File: config.mk
export PLATFORM = sky130hd
export DESIGN_NAME = ctr_uart_tx
export DESIGN_NICKNAME = d
export VERILOG_FILES = /design/src/rtl/uart_txc_pkg.sv /design/src/rtl/txc_strobe_sync.sv /design/src/rtl/txc_frame_counter.sv /design/src/rtl/txc_frame_shifter.sv /design/src/rtl/ctr_uart_tx.sv
export SDC_FILE = /design/constraint.sdc
export NUM_CORES = 1
export LEC_CHECK = 0
export BUFFER_PORTS_ARGS = -buffer_cell sky130_fd_sc_hd__buf_2
export CAP_MARGIN = 10
export CORE_MARGIN = 1.5
export CORE_UTILIZATION = 42
export DETAILED_ROUTE_END_ITERATION = 7
export HOLD_SLACK_MARGIN = 0.03
export MAX_ROUTING_LAYER = met4
export PLACE_DENSITY = 0.68
export SYNTH_ARGS = -nofsm -noshare
export SYNTH_HDL_FRONTEND = slang
export SYNTH_SLANG_ARGS = --single-unit
export TNS_END_PERCENT = 50
File: constraint.sdc
create_clock -name clk -period 1.7 [get_ports clk]
set_clock_uncertainty 0.2 [all_clocks]
set_input_delay 0.085 -clock clk [delete_from_list [all_inputs] [get_ports clk]]
set_output_delay 0.085 -clock clk [all_outputs]
set_load 0.01 [all_outputs]
File: src/rtl/uart_txc_pkg.sv
package uart_txc_pkg;

    typedef enum logic {
        HOLD_EMPTY = 1'b0,
        HOLD_FULL  = 1'b1
    } hold_state_t;

endpackage

File: src/rtl/txc_strobe_sync.sv
module txc_strobe_sync (
    input  logic clk,
    input  logic rst,
    input  logic strobe_n,
    output logic rise
);
    logic [2:0] pipe_q;

    always_ff @(posedge clk) begin
        if (rst) pipe_q <= 3'b111;
        else     pipe_q <= {pipe_q[1:0], strobe_n};
    end

    assign rise = pipe_q[1] & ~pipe_q[2];

    assert_single_pulse_R2: assert property (@(posedge clk) disable iff (rst)
        rise |=> !rise);
endmodule

File: src/rtl/txc_frame_counter.sv
module txc_frame_counter #(
    parameter int CNT_W    = 4,
    parameter int LOAD_VAL = 6
) (
    input  logic clk,
    input  logic rst,
    input  logic load,
    output logic tc,
    output logic msb
);
    localparam logic [CNT_W-1:0] TOP  = {CNT_W{1'b1}};
    localparam logic [CNT_W-1:0] PRE  = CNT_W'(LOAD_VAL);

    logic [CNT_W-1:0] cnt_q;
    logic             ent;
    logic             step_en;

    assign ent     = 1'b1;
    assign tc      = ent & (cnt_q == TOP);
    assign step_en = ~tc;
    assign msb     = cnt_q[CNT_W-1];

    always_ff @(posedge clk) begin
        if (rst)          cnt_q <= TOP;
        else if (load)    cnt_q <= PRE;
        else if (step_en) cnt_q <= cnt_q + 1'b1;
    end

    assert_halt_at_top_R4: assert property (@(posedge clk) disable iff (rst)
        (tc && !load) |=> tc);
    assert_step_up_R4: assert property (@(posedge clk) disable iff (rst)
        (!tc && !load) |=> (cnt_q == $past(cnt_q) + 1'b1));
endmodule

File: src/rtl/txc_frame_shifter.sv
module txc_frame_shifter #(
    parameter int SR_W   = 16,
    parameter int DATA_W = 8
) (
    input  logic              clk,
    input  logic              rst,
    input  logic              load,
    input  logic [DATA_W-1:0] data,
    output logic              sout
);
    logic [SR_W-1:0] sr_q;
    logic [SR_W-1:0] frame;

    always_comb begin
        frame           = '1;
        frame[SR_W-1]   = 1'b0;
        for (int i = 0; i < DATA_W; i++) begin
            frame[SR_W-2-i] = data[i];
        end
    end

    always_ff @(posedge clk) begin
        if (rst)       sr_q <= '1;
        else if (load) sr_q <= frame;
        else           sr_q <= {sr_q[SR_W-2:0], 1'b1};
    end

    assign sout = sr_q[SR_W-1];

    assert_start_bit_R3: assert property (@(posedge clk) disable iff (rst)
        load |=> !sout);
    assert_fill_ones_R4: assert property (@(posedge clk) disable iff (rst)
        !load |=> sr_q[0]);
endmodule

File: src/rtl/ctr_uart_tx.sv
module ctr_uart_tx #(
    parameter int DATA_W = 8,
    parameter int CNT_W  = 4,
    parameter int SR_W   = 16
) (
    input  logic              clk,
    input  logic              rst,
    input  logic [DATA_W-1:0] din,
    input  logic              wr_n,
    output logic              txd,
    output logic              ready
);
    import uart_txc_pkg::*;

    localparam int LOAD_VAL = (2 ** CNT_W) - (DATA_W + 2);

    hold_state_t       state_q, state_d;
    logic [DATA_W-1:0] hold_q;
    logic              wr_rise;
    logic              tc;
    logic              msb;
    logic              msb_q;
    logic              msb_fall;
    logic              pending;
    logic              load;

    txc_strobe_sync u_sync (
        .clk      (clk),
        .rst      (rst),
        .strobe_n (wr_n),
        .rise     (wr_rise)
    );

    txc_frame_counter #(
        .CNT_W    (CNT_W),
        .LOAD_VAL (LOAD_VAL)
    ) u_cnt (
        .clk  (clk),
        .rst  (rst),
        .load (load),
        .tc   (tc),
        .msb  (msb)
    );

    txc_frame_shifter #(
        .SR_W   (SR_W),
        .DATA_W (DATA_W)
    ) u_shift (
        .clk  (clk),
        .rst  (rst),
        .load (load),
        .data (hold_q),
        .sout (txd)
    );

    always_ff @(posedge clk) begin
        if (rst) begin
            hold_q <= '0;
            msb_q  <= 1'b1;
        end else begin
            msb_q <= msb;
            if (wr_rise) hold_q <= din;
        end
    end

    assign msb_fall = msb_q & ~msb;

    always_ff @(posedge clk) begin
        if (rst) state_q <= HOLD_EMPTY;
        else     state_q <= state_d;
    end

    always_comb begin
        state_d = state_q;
        unique case (state_q)
            HOLD_EMPTY: if (wr_rise) state_d = HOLD_FULL;
            HOLD_FULL: begin
                if (wr_rise)       state_d = HOLD_FULL;
                else if (msb_fall) state_d = HOLD_EMPTY;
            end
        endcase
    end

    always_comb begin
        pending = (state_q == HOLD_FULL);
        ready   = ~pending;
        load    = tc & pending;
    end

    assert_write_takes_R2: assert property (@(posedge clk) disable iff (rst)
        wr_rise |=> !ready);
    assert_release_R5: assert property (@(posedge clk) disable iff (rst)
        (msb_fall && !wr_rise) |=> ready);
    assert_write_wins_R8: assert property (@(posedge clk) disable iff (rst)
        (msb_fall && wr_rise) |=> !ready);
    assert_idle_line_R1: assert property (@(posedge clk) disable iff (rst)
        (tc && $past(tc) && !$past(load)) |-> txd);
endmodule

==> impl_metrics.json, run 1 <==
{
  "status": "finished, final reports clean",
  "clk_pin_slew_worst_paths_ns": 0.14,
  "syn_avg_cell_area_sq_um": 8.79,
  "totalWireLength_mm": 1.77,
  "worst_slew_pin_slew_ns": 0.559,
  "hold_class": "primary input to flop",
  "synth-edff-count": 0,
  "dieArea_sq_mm": 0.00264,
  "yosys.area.top_type": "dfxtp_1",
  "root_buffer": "clkbuf_4",
  "grt_pass1_wl_mm": 3.08,
  "postPlaceCellArea_sq_mm": 0.00106,
  "yosys.area.top_type_share_pct": 52.9,
  "worstPathMaxFanout": 7,
  "synth_cell_types": 26,
  "setup_slack_ns": 0.0927,
  "slowest_stage": "dfxtp_1",
  "die_h_microns": 51.4,
  "synth_fp_nets": 124,
  "final_hold_viol_count": 0,
  "finalSetupTns_ns": 0,
  "worstSetupEndpointType": "flop",
  "post-route-util_pct": 53.7,
  "area_delta_synth_final_pct": 20.6,
  "nets": 144,
  "cts_tree": "done",
  "fp-row-count": 17,
  "vias_per_cell": 4.91,
  "first_global_vias": 743,
  "vias": 781,
  "r2r_start": "u_cnt.cnt_q[1]",
  "relSlewSlack_pct": 62.8,
  "portBuffers": 12,
  "ys_seq_area_share_pct": 52.9,
  "finalMaxSlewViolations": 0,
  "grtUsageTotal_pct": 16.2,
  "clock_path_buffers": 2,
  "die_w_microns": 51.4,
  "synth_cells": 112,
  "initial_utilization_pct": 44.5,
  "hold_depth": 2,
  "critPathMaxStageDelay_ns": 0.41,
  "ys.flop_type": "dfxtp_1",
  "rrSetupSlack_ns": 0.09,
  "maxCapViolCount": 0,
  "ant_nets": 0,
  "power.leakage_nw": 0.475,
  "cp-start-kind": "flop",
  "cp.required_ns": 1.72,
  "reg2reg_depth": 4,
  "gp_congestion": 0.724,
  "yosysWarningCount": 0,
  "syn-cell-area_sq_um": 985,
  "grt_max_degree": 34,
  "antennaDiodeCount": 0,
  "peakVddDrop_mv": 0.904,
  "crit_type": "flop to flop",
  "powerDensity_mw_per_mm2": 1140,
  "synth.area.top_cells": "dfxtp_1 (53%), a21oi_1 (7.1%), nand2_1 (6.9%)",
  "synth.top_cells.by_count": "dfxtp_1 (26), nand2_1 (18), a21oi_1 (14)",
  "cts.sinks": 26,
  "crit_path_frequent_cell": "a211o_1",
  "grt_overflow": 0,
  "hold_start": "rst",
  "cts.htree.levels": 1,
  "synth-async-reset-ratio_pct": 0,
  "layout-drive-gt1-share_pct": 23.7,
  "fin_area_sq_mm": 0.00119,
  "drcViolationCount": 0,
  "timing.final.crit_share_pct": 94.5,
  "yosysMostFrequentCell": "dfxtp_1",
  "num_io_pins": 13,
  "crit_chain": "ha_2 -> a21oi_1 -> a211o_1 -> a211o_1",
  "setup-violations-final": 0,
  "synth-seq-cells": 26,
  "dp_slack_ns": 0.0581,
  "layout_min_cycle_time_ns": 1.61,
  "numCtsBuffers": 3,
  "insertion_delay_ns": 0.32,
  "startpoint": "u_cnt.cnt_q[1]",
  "crit_arrival_ns": 1.63,
  "dp.final_hpwl_mm": 1.13,
  "rsz0062_at_grt": "false",
  "drt_pass1_iterations": 4,
  "drt_iter0_drc": 6,
  "coreArea_sq_mm": 0.00221,
  "antenna_found_initial": 0,
  "wire_per_inst_microns": 11.2,
  "max_freq_mhz": 622
}
layout by cell type, fill, tap and decap left out, types with 2 or more instances in the layout:
master          n
a21oi_2         3
buf_2          12
a21oi_1        14
nand2_1        18
nor3_1          5
nand3_1         2
o21bai_1        2
dfxtp_1        25
clkbuf_4        3
inv_1           2
or2_2           4
a211o_1         3
nor3_2          3
dlygate4sd3_1   9
nor2_1         13
final timing paths:
kind / to
worst min-delay path: hold_q[6]
worst max register to register: u_cnt.cnt_q[3]
worst max-delay path: u_cnt.cnt_q[3]
worst min register to register: u_sync.pipe_q[1]
metal layers:
layer	vias to the layer above	global-route usage [%]	part of all wire (%)
met5	-	-	0
met3	4	2.34	3.3
li1	409	-	-
met1	353	19.3	46
met2	15	25.0	49
met4	0	11.4	1.0
power breakdown:
| part | total, W | switching [W] | internal, W | leakage (nW) |
|---|---|---|---|---|
| Sequential | 0.000740 | 0.0000668 | 0.000673 | 0.212 |
| Clock | 0.000309 | 0.000178 | 0.000131 | 0.0210 |
| Combinational | 0.000300 | 0.000147 | 0.000153 | 0.242 |
metrics by stage:
| stage | total power (W) | hold WS [ns] | cells |
|---|---|---|---|
| 2_1_floorplan | 0.000957 | -0.0112 | 112 |
| 3_3_place_gp | 0.00100 | 0.0705 | 146 |
| 3_5_place_dp | 0.00103 | 0.0711 | 146 |
| 4_1_cts | 0.00135 | 0.0432 | 159 |
| 5_1_grt | 0.00143 | 0.0608 | 159 |
| 6_report | 0.00135 | 0.0497 | 159 |
logic make-up after synthesis:
logic type / count (synthesis) / synth area share [%]
and+or+nand+nor: 50 / 24.4
DFF: 26 / 52.9
AOI/OAI and AO/OA: 24 / 15.2
buffers and inverters: 11 / 6.23
adders and majority gates: 1 / 1.27
cell type report:
| type | instances | area [sq um] |
|---|---|---|
| Fill cell | 205 | 1020 |
| Sequential cell | 26 | 522 |
| Multi-Input combinational cell | 75 | 405 |
| Timing Repair Buffer | 23 | 178 |
| Clock buffer | 4 | 36.3 |
| Tap cell | 28 | 35.0 |
| Inverter | 3 | 11.3 |
worst max-delay path, delay by kind of cell, from the launching register on:
kind,cells,cell delay [ns]
flip-flops,1,0.41
AO/OA/AOI/OAI,3,0.64
adder cells (fa/ha/maj),1,0.26
state kept, by name (all words and copies together), names as in the netlist:
name	cells
hold_q	8
msb_q	1
pending	1
u_cnt.cnt_q	4
u_shift.sr_q	9
u_sync.pipe_q	3
timing repair:
item | in CTS | in global routing
endpoints found under the setup margin | 0 | 4
gates resized for setup | 0 | 2
hold buffers | 9 | 0
endpoints found under the hold margin | 9 | 0
buffers inserted | 0 | 0
Note: power is estimated with default switching activity, not from simulation.
==> inputs of run 2 (changes only) <==
--- a/config.mk
+++ b/config.mk
@@ -5,14 +5,13 @@
 export SDC_FILE = /design/constraint.sdc
 export NUM_CORES = 1
 export LEC_CHECK = 0
-export BUFFER_PORTS_ARGS = -buffer_cell sky130_fd_sc_hd__buf_2
 export CAP_MARGIN = 10
 export CORE_MARGIN = 1.5
 export CORE_UTILIZATION = 42
 export DETAILED_ROUTE_END_ITERATION = 7
+export DONT_BUFFER_PORTS = 1
 export HOLD_SLACK_MARGIN = 0.03
-export MAX_ROUTING_LAYER = met4
-export PLACE_DENSITY = 0.68
+export PLACE_DENSITY = 0.63
 export SYNTH_ARGS = -nofsm -noshare
 export SYNTH_HDL_FRONTEND = slang
 export SYNTH_SLANG_ARGS = --single-unit
==> constraint.sdc (replaced) <==
create_clock -name clk -period 1.99 [get_ports clk]
set_clock_uncertainty 0.2 [all_clocks]
set_input_delay 0.0995 -clock clk [delete_from_list [all_inputs] [get_ports clk]]
set_output_delay 0.0995 -clock clk [all_outputs]
set_load 0.01 [all_outputs]
==> impl_metrics.json, run 2 (synthesis gave the netlist of run 1 again) <==
{
  "first_global_vias": 644,
  "dp.final_hpwl_mm": 1.07,
  "crit_type": "flop to flop",
  "cp.required_ns": 2.05,
  "num_io_pins": 13,
  "grt_max_degree": 34,
  "maxCapViolCount": 0,
  "pwr-share-clk_pct": 29.4,
  "totalWireLength_mm": 1.66,
  "status": "finished, final reports clean",
  "fill_cells": 231,
  "drt_pass1_iterations": 4,
  "area_delta_synth_final_pct": 14.7,
  "grtUsageTotal_pct": 14.9,
  "numCtsBuffers": 3,
  "postCtsSetupBuffers": 0,
  "top_register": "u_shift.sr_q",
  "die_w_microns": 51.4,
  "crit_arrival_ns": 1.82,
  "power_switching_w": 0.000325,
  "cp-start-kind": "flop",
  "finalMaxSlewViolations": 0,
  "combPwrFrac_pct": 19.0,
  "nets": 132,
  "drcViolationCount": 0,
  "cts.sinks": 26,
  "cp_top_family": "simple AND/OR/NAND/NOR gates",
  "final_cells": 147,
  "critPathMaxStageDelay_ns": 0.42,
  "setup-violations-final": 0,
  "drt_iter0_drc": 12,
  "p_seq_share_pct": 51.6,
  "rsz0062_at_grt": "false",
  "largestRegisters": "u_shift.sr_q: 9 flops, hold_q: 8 flops, u_cnt.cnt_q: 4 flops",
  "grt_pass1_wl_mm": 2.82,
  "worstPathMaxFanout": 8,
  "slowest_stage": "dfxtp_1",
  "insertion_delay_ns": 0.32,
  "largest_register_ffs": 9,
  "worstSetupEndpointType": "flop",
  "clock_path_buffers": 2,
  "layout_min_cycle_time_ns": 1.76,
  "die_h_microns": 51.4,
  "clk_pin_slew_worst_paths_ns": 0.14,
  "post-route-util_pct": 51.1,
  "powerDensity_mw_per_mm2": 1080,
  "cp_num_buf_inv": 1,
  "cts_tree": "done",
  "ant_nets": 0,
  "antenna_found_initial": 0,
  "initial_utilization_pct": 44.5,
  "fin_area_sq_mm": 0.00113,
  "vias_per_cell": 4.93,
  "postPlaceCellArea_sq_um": 977,
  "timing.final.crit_share_pct": 88.5,
  "relSlewSlack_pct": 27.1,
  "power.leakage_nw": 0.436,
  "gp_congestion": 0.759,
  "final_hold_viol_count": 0,
  "coreArea_sq_mm": 0.00221,
  "cts.htree.levels": 1,
  "fp-row-count": 17,
  "layout_commonest_cell": "dfxtp_1",
  "max_freq_mhz": 568,
  "dieArea_sq_mm": 0.00264,
  "portBuffers": 0,
  "holdWs_ns": 0.204,
  "peakVddDrop_mv": 0.781,
  "p_int_w": 0.000892,
  "mostFrequentLayoutCells": "dfxtp_1 (26), nand2_1 (18), a21oi_1 (14), nor2_1 (13), dlygate4sd3_1 (10)",
  "finalSetupTns_ns": 0,
  "grt_overflow": 0,
  "wire_per_inst_microns": 11.3,
  "netSwitchingFraction_pct": 26.7,
  "vias": 724,
  "root_buffer": "clkbuf_4",
  "worst_slew_pin_slew_ns": 1.09,
  "hold_class": "primary input to flop",
  "antennaDiodeCount": 0,
  "layout-drive-gt1-share_pct": 13.4,
  "crit_chain": "ha_1 -> and4_1 -> buf_4 -> nor3_2 -> a21oi_2",
  "dp_cells": 133
}
## run 2: cell count changes in the layout (fill, tap and decap cells not counted)
cell	before	now
buf_2	12	0
buf_12	1	0
dfxtp_1	25	26
ha_1	0	1
ha_2	1	0
bufinv_16	0	1
clkbuf_8	1	0
dfxtp_2	1	0
dlygate4sd3_1	9	10
## run 2: repair_timing
action | CTS | global route
endpoints found under the hold margin | 26 | 0
hold buffers | 10 | 0
gates resized for setup | 0 | 0
## run 2: final timing paths
path / from / depth (start not counted) / end / slack, ns
worst max-delay path: u_cnt.cnt_q[0] / 5 / u_shift.sr_q[13] / 0.23
worst min-delay path: wr_n / 2 / u_sync.pipe_q[0] / 0.20
worst min register to register: u_sync.pipe_q[0] / 1 / u_sync.pipe_q[1] / 0.23
worst max register to register: u_cnt.cnt_q[0] / 5 / u_shift.sr_q[13] / 0.23
## run 2: stage by stage
step / total power [W] / worst slack (ns)
after global placement: 0.000839 / 0.357
after CTS: 0.00123 / 0.218
after detailed placement: 0.000844 / 0.308
final: 0.00122 / 0.228
after floorplan: 0.000817 / 0.481
after global routing: 0.00130 / 0.0981
## run 2: layer usage
layer / track usage (%) / part of all wire [%] / up-vias
li1: - / - / 387
met1: 19.2 / 53 / 323
met5: 0 / 0 / -
met3: 3.51 / 2.6 / 4
met4: 10.5 / 2.9 / 0
met2: 21.6 / 42 / 10
## run 2: cell type report
class / instances / area [sq um] / area share [%]
clock buffer: 3 / 22.5 / 1.99
clock inverter: 1 / 30.0 / 2.66
inverter: 3 / 11.3 / 0.997
multi-input combinational: 75 / 403 / 35.7
sequential: 26 / 520 / 46.1
tap: 28 / 35.0 / 3.10
timing repair buffer: 11 / 108 / 9.52
## run 2: power by group through the flow
stage / sequential [W] / clock [W] / combinational [W]
after global placement: 0.000634 / 0 / 0.000205
after detailed placement: 0.000638 / 0 / 0.000207
after CTS: 0.000626 / 0.000371 / 0.000233
after global routing: 0.000636 / 0.000395 / 0.000268
final: 0.000628 / 0.000357 / 0.000231
after floorplan: 0.000624 / 0 / 0.000193
## run 2: worst reg2reg max path: cells and delay by family, from the launching register on
kind | cells | cell delay (ns)
AND/OR/NAND/NOR | 2 | 0.43
flip-flops | 1 | 0.42
adder cells (fa/ha/maj) | 1 | 0.28
buffers and inverters | 1 | 0.22
AO/OA/AOI/OAI | 1 | 0.15
==> inputs of run 3 (changes only) <==
--- a/config.mk
+++ b/config.mk
@@ -5,13 +5,13 @@
 export SDC_FILE = /design/constraint.sdc
 export NUM_CORES = 1
 export LEC_CHECK = 0
+export BUFFER_PORTS_ARGS = -buffer_cell sky130_fd_sc_hd__buf_2
 export CAP_MARGIN = 10
 export CORE_MARGIN = 1.5
 export CORE_UTILIZATION = 42
 export DETAILED_ROUTE_END_ITERATION = 7
-export DONT_BUFFER_PORTS = 1
 export HOLD_SLACK_MARGIN = 0.03
-export PLACE_DENSITY = 0.63
+export PLACE_DENSITY = 0.68
 export SYNTH_ARGS = -nofsm -noshare
 export SYNTH_HDL_FRONTEND = slang
 export SYNTH_SLANG_ARGS = --single-unit
==> constraint.sdc (replaced) <==
create_clock -name clk -period 1.99 [get_ports clk]
set_clock_uncertainty 0.2 [all_clocks]
set_input_delay 0.2985 -clock clk [delete_from_list [all_inputs] [get_ports clk]]
set_output_delay 0.2985 -clock clk [all_outputs]
set_load 0.01 [all_outputs]
==> impl_metrics.json, run 3 (synthesis gave the netlist of run 1 again) <==
{
  "power.leakage_nw": 0.476,
  "gp_congestion": 0.736,
  "ant_nets": 0,
  "cts.htree.levels": 1,
  "postCtsSetupBuffers": 0,
  "vias": 764,
  "die_h_microns": 51.4,
  "status": "finished, final reports clean",
  "crit_type": "flop to flop",
  "largestRegisters": "u_shift.sr_q: 9 flops, hold_q: 8 flops, u_cnt.cnt_q: 4 flops",
  "grt_pass1_wl_mm": 2.84,
  "post-route-util_pct": 53.3,
  "layout-drive-gt1-share_pct": 21.5,
  "portBuffers": 12,
  "cp.required_ns": 2.01,
  "vias_per_cell": 4.84,
  "first_global_vias": 679,
  "hold_depth": 1,
  "peakVddDrop_mv": 0.694,
  "cp-start-kind": "flop",
  "top_register": "u_shift.sr_q",
  "drt_iter0_drc": 14,
  "totalWireLength_mm": 1.67,
  "hold_class": "flop to flop",
  "r2r_start": "u_cnt.cnt_q[0]",
  "rrSetupSlack_ns": 0.36,
  "num_io_pins": 13,
  "largest_register_ffs": 9,
  "drt_pass1_iterations": 4,
  "cts.sinks": 26,
  "antenna_found_initial": 0,
  "initial_utilization_pct": 44.5,
  "clock_path_buffers": 2,
  "grtUsageTotal_pct": 14.8,
  "hold_start": "u_sync.pipe_q[0]",
  "timing.final.crit_share_pct": 81.7,
  "insertion_delay_ns": 0.32,
  "finalSetupTns_ns": 0,
  "grt_overflow": 0,
  "holdBufCountCts": 9,
  "numCtsBuffers": 3,
  "finalMaxSlewViolations": 0,
  "clk_pin_slew_worst_paths_ns": 0.14,
  "maxCapViolCount": 0,
  "mostFrequentLayoutCells": "dfxtp_1 (26), nand2_1 (18), a21oi_1 (14), nor2_1 (13), buf_2 (12)",
  "grt_max_degree": 34,
  "die_w_microns": 51.4,
  "reg2reg_depth": 4,
  "layout_min_cycle_time_ns": 1.63,
  "wire_per_inst_microns": 10.6,
  "rsz0062_at_grt": "false",
  "drcViolationCount": 0,
  "setup-violations-final": 0,
  "final_hold_viol_count": 0,
  "fill_cells": 224,
  "r2r-end": "u_shift.sr_q[7]",
  "relSlewSlack_pct": 60.5,
  "dieArea_sq_mm": 0.00264,
  "worst_hold_path.endpoint": "u_sync.pipe_q[1]",
  "max_freq_mhz": 615,
  "cts.repair.resized": 0,
  "worstSetupEndpointType": "flop",
  "area_delta_synth_final_pct": 19.8,
  "worstPathMaxFanout": 7,
  "powerDensity_mw_per_mm2": 1040,
  "fp-row-count": 17,
  "coreArea_sq_mm": 0.00221,
  "layout_commonest_cell": "dfxtp_1",
  "nets": 143,
  "crit_arrival_ns": 1.65,
  "cts_tree": "done",
  "antennaDiodeCount": 0,
  "worst_slew_pin_slew_ns": 0.591,
  "dp.final_hpwl_mm": 1.01,
  "root_buffer": "clkbuf_4"
}
## run 3: cell types whose count changed in the layout (fill, tap and decap cells not counted), sizes merged
cell	delta
buf	+12
dlygate4sd3	-1
## run 3: cell type report
type	count	area (sq um)	area share (%)
Multi-Input combinational cell	75	403	34.1
Sequential cell	26	520	44.1
Clock buffer	3	22.5	1.91
Clock inverter	1	30.0	2.55
Inverter	3	11.3	0.954
Tap cell	28	35.0	2.97
Timing Repair Buffer	22	158	13.4
## run 3: worst max-delay path: stages (launching register included)
cell and delay (ns):
dfxtp_1 0.43, ha_1 0.29, and3_1 0.23, nand2_1 0.08, or3_1 0.30
## run 3: per-layer routing
| metal | wire [microns] | GRT usage [%] | part of all wire (%) |
|---|---|---|---|
| met1 | 782 | 18.9 | 47 |
| met2 | 746 | 20.7 | 45 |
| met3 | 81 | 2.92 | 4.8 |
| met4 | 61 | 13.2 | 3.6 |
| met5 | 0 | 0 | 0 |
## run 3: how the worst max path moves through the flow
stage	from	slack (ns)	end
2_1_floorplan	u_cnt.cnt_q[0]	0.48	u_shift.sr_q[12]
4_1_cts	u_cnt.cnt_q[0]	0.36	u_shift.sr_q[7]
3_5_place_dp	u_cnt.cnt_q[0]	0.38	u_shift.sr_q[7]
3_3_place_gp	u_cnt.cnt_q[0]	0.44	u_cnt.cnt_q[3]
5_1_grt	u_cnt.cnt_q[0]	0.23	u_shift.sr_q[7]
6_report	u_cnt.cnt_q[0]	0.36	u_shift.sr_q[7]
## run 3: where the power goes
part / switching (W) / total [W] / internal [W]
clock network: 0.000159 / 0.000363 / 0.000204
logic: 0.000116 / 0.000238 / 0.000121
registers: 0.0000528 / 0.000626 / 0.000573
total: 0.000328 / 0.00123 / 0.000898
## run 3: metrics by stage
stage	std cells	instance area [sq um]	worst slack, ns	power (W)	hold WS, ns
after floorplan	112	985	0.481	0.000817	0.189
after global placement	145	1040	0.445	0.000853	0.195
after detailed placement	145	1040	0.378	0.000860	0.198
after CTS	158	1180	0.363	0.00123	0.236
after global routing	158	1180	0.233	0.00130	0.252
final	158	1180	0.364	0.00123	0.231
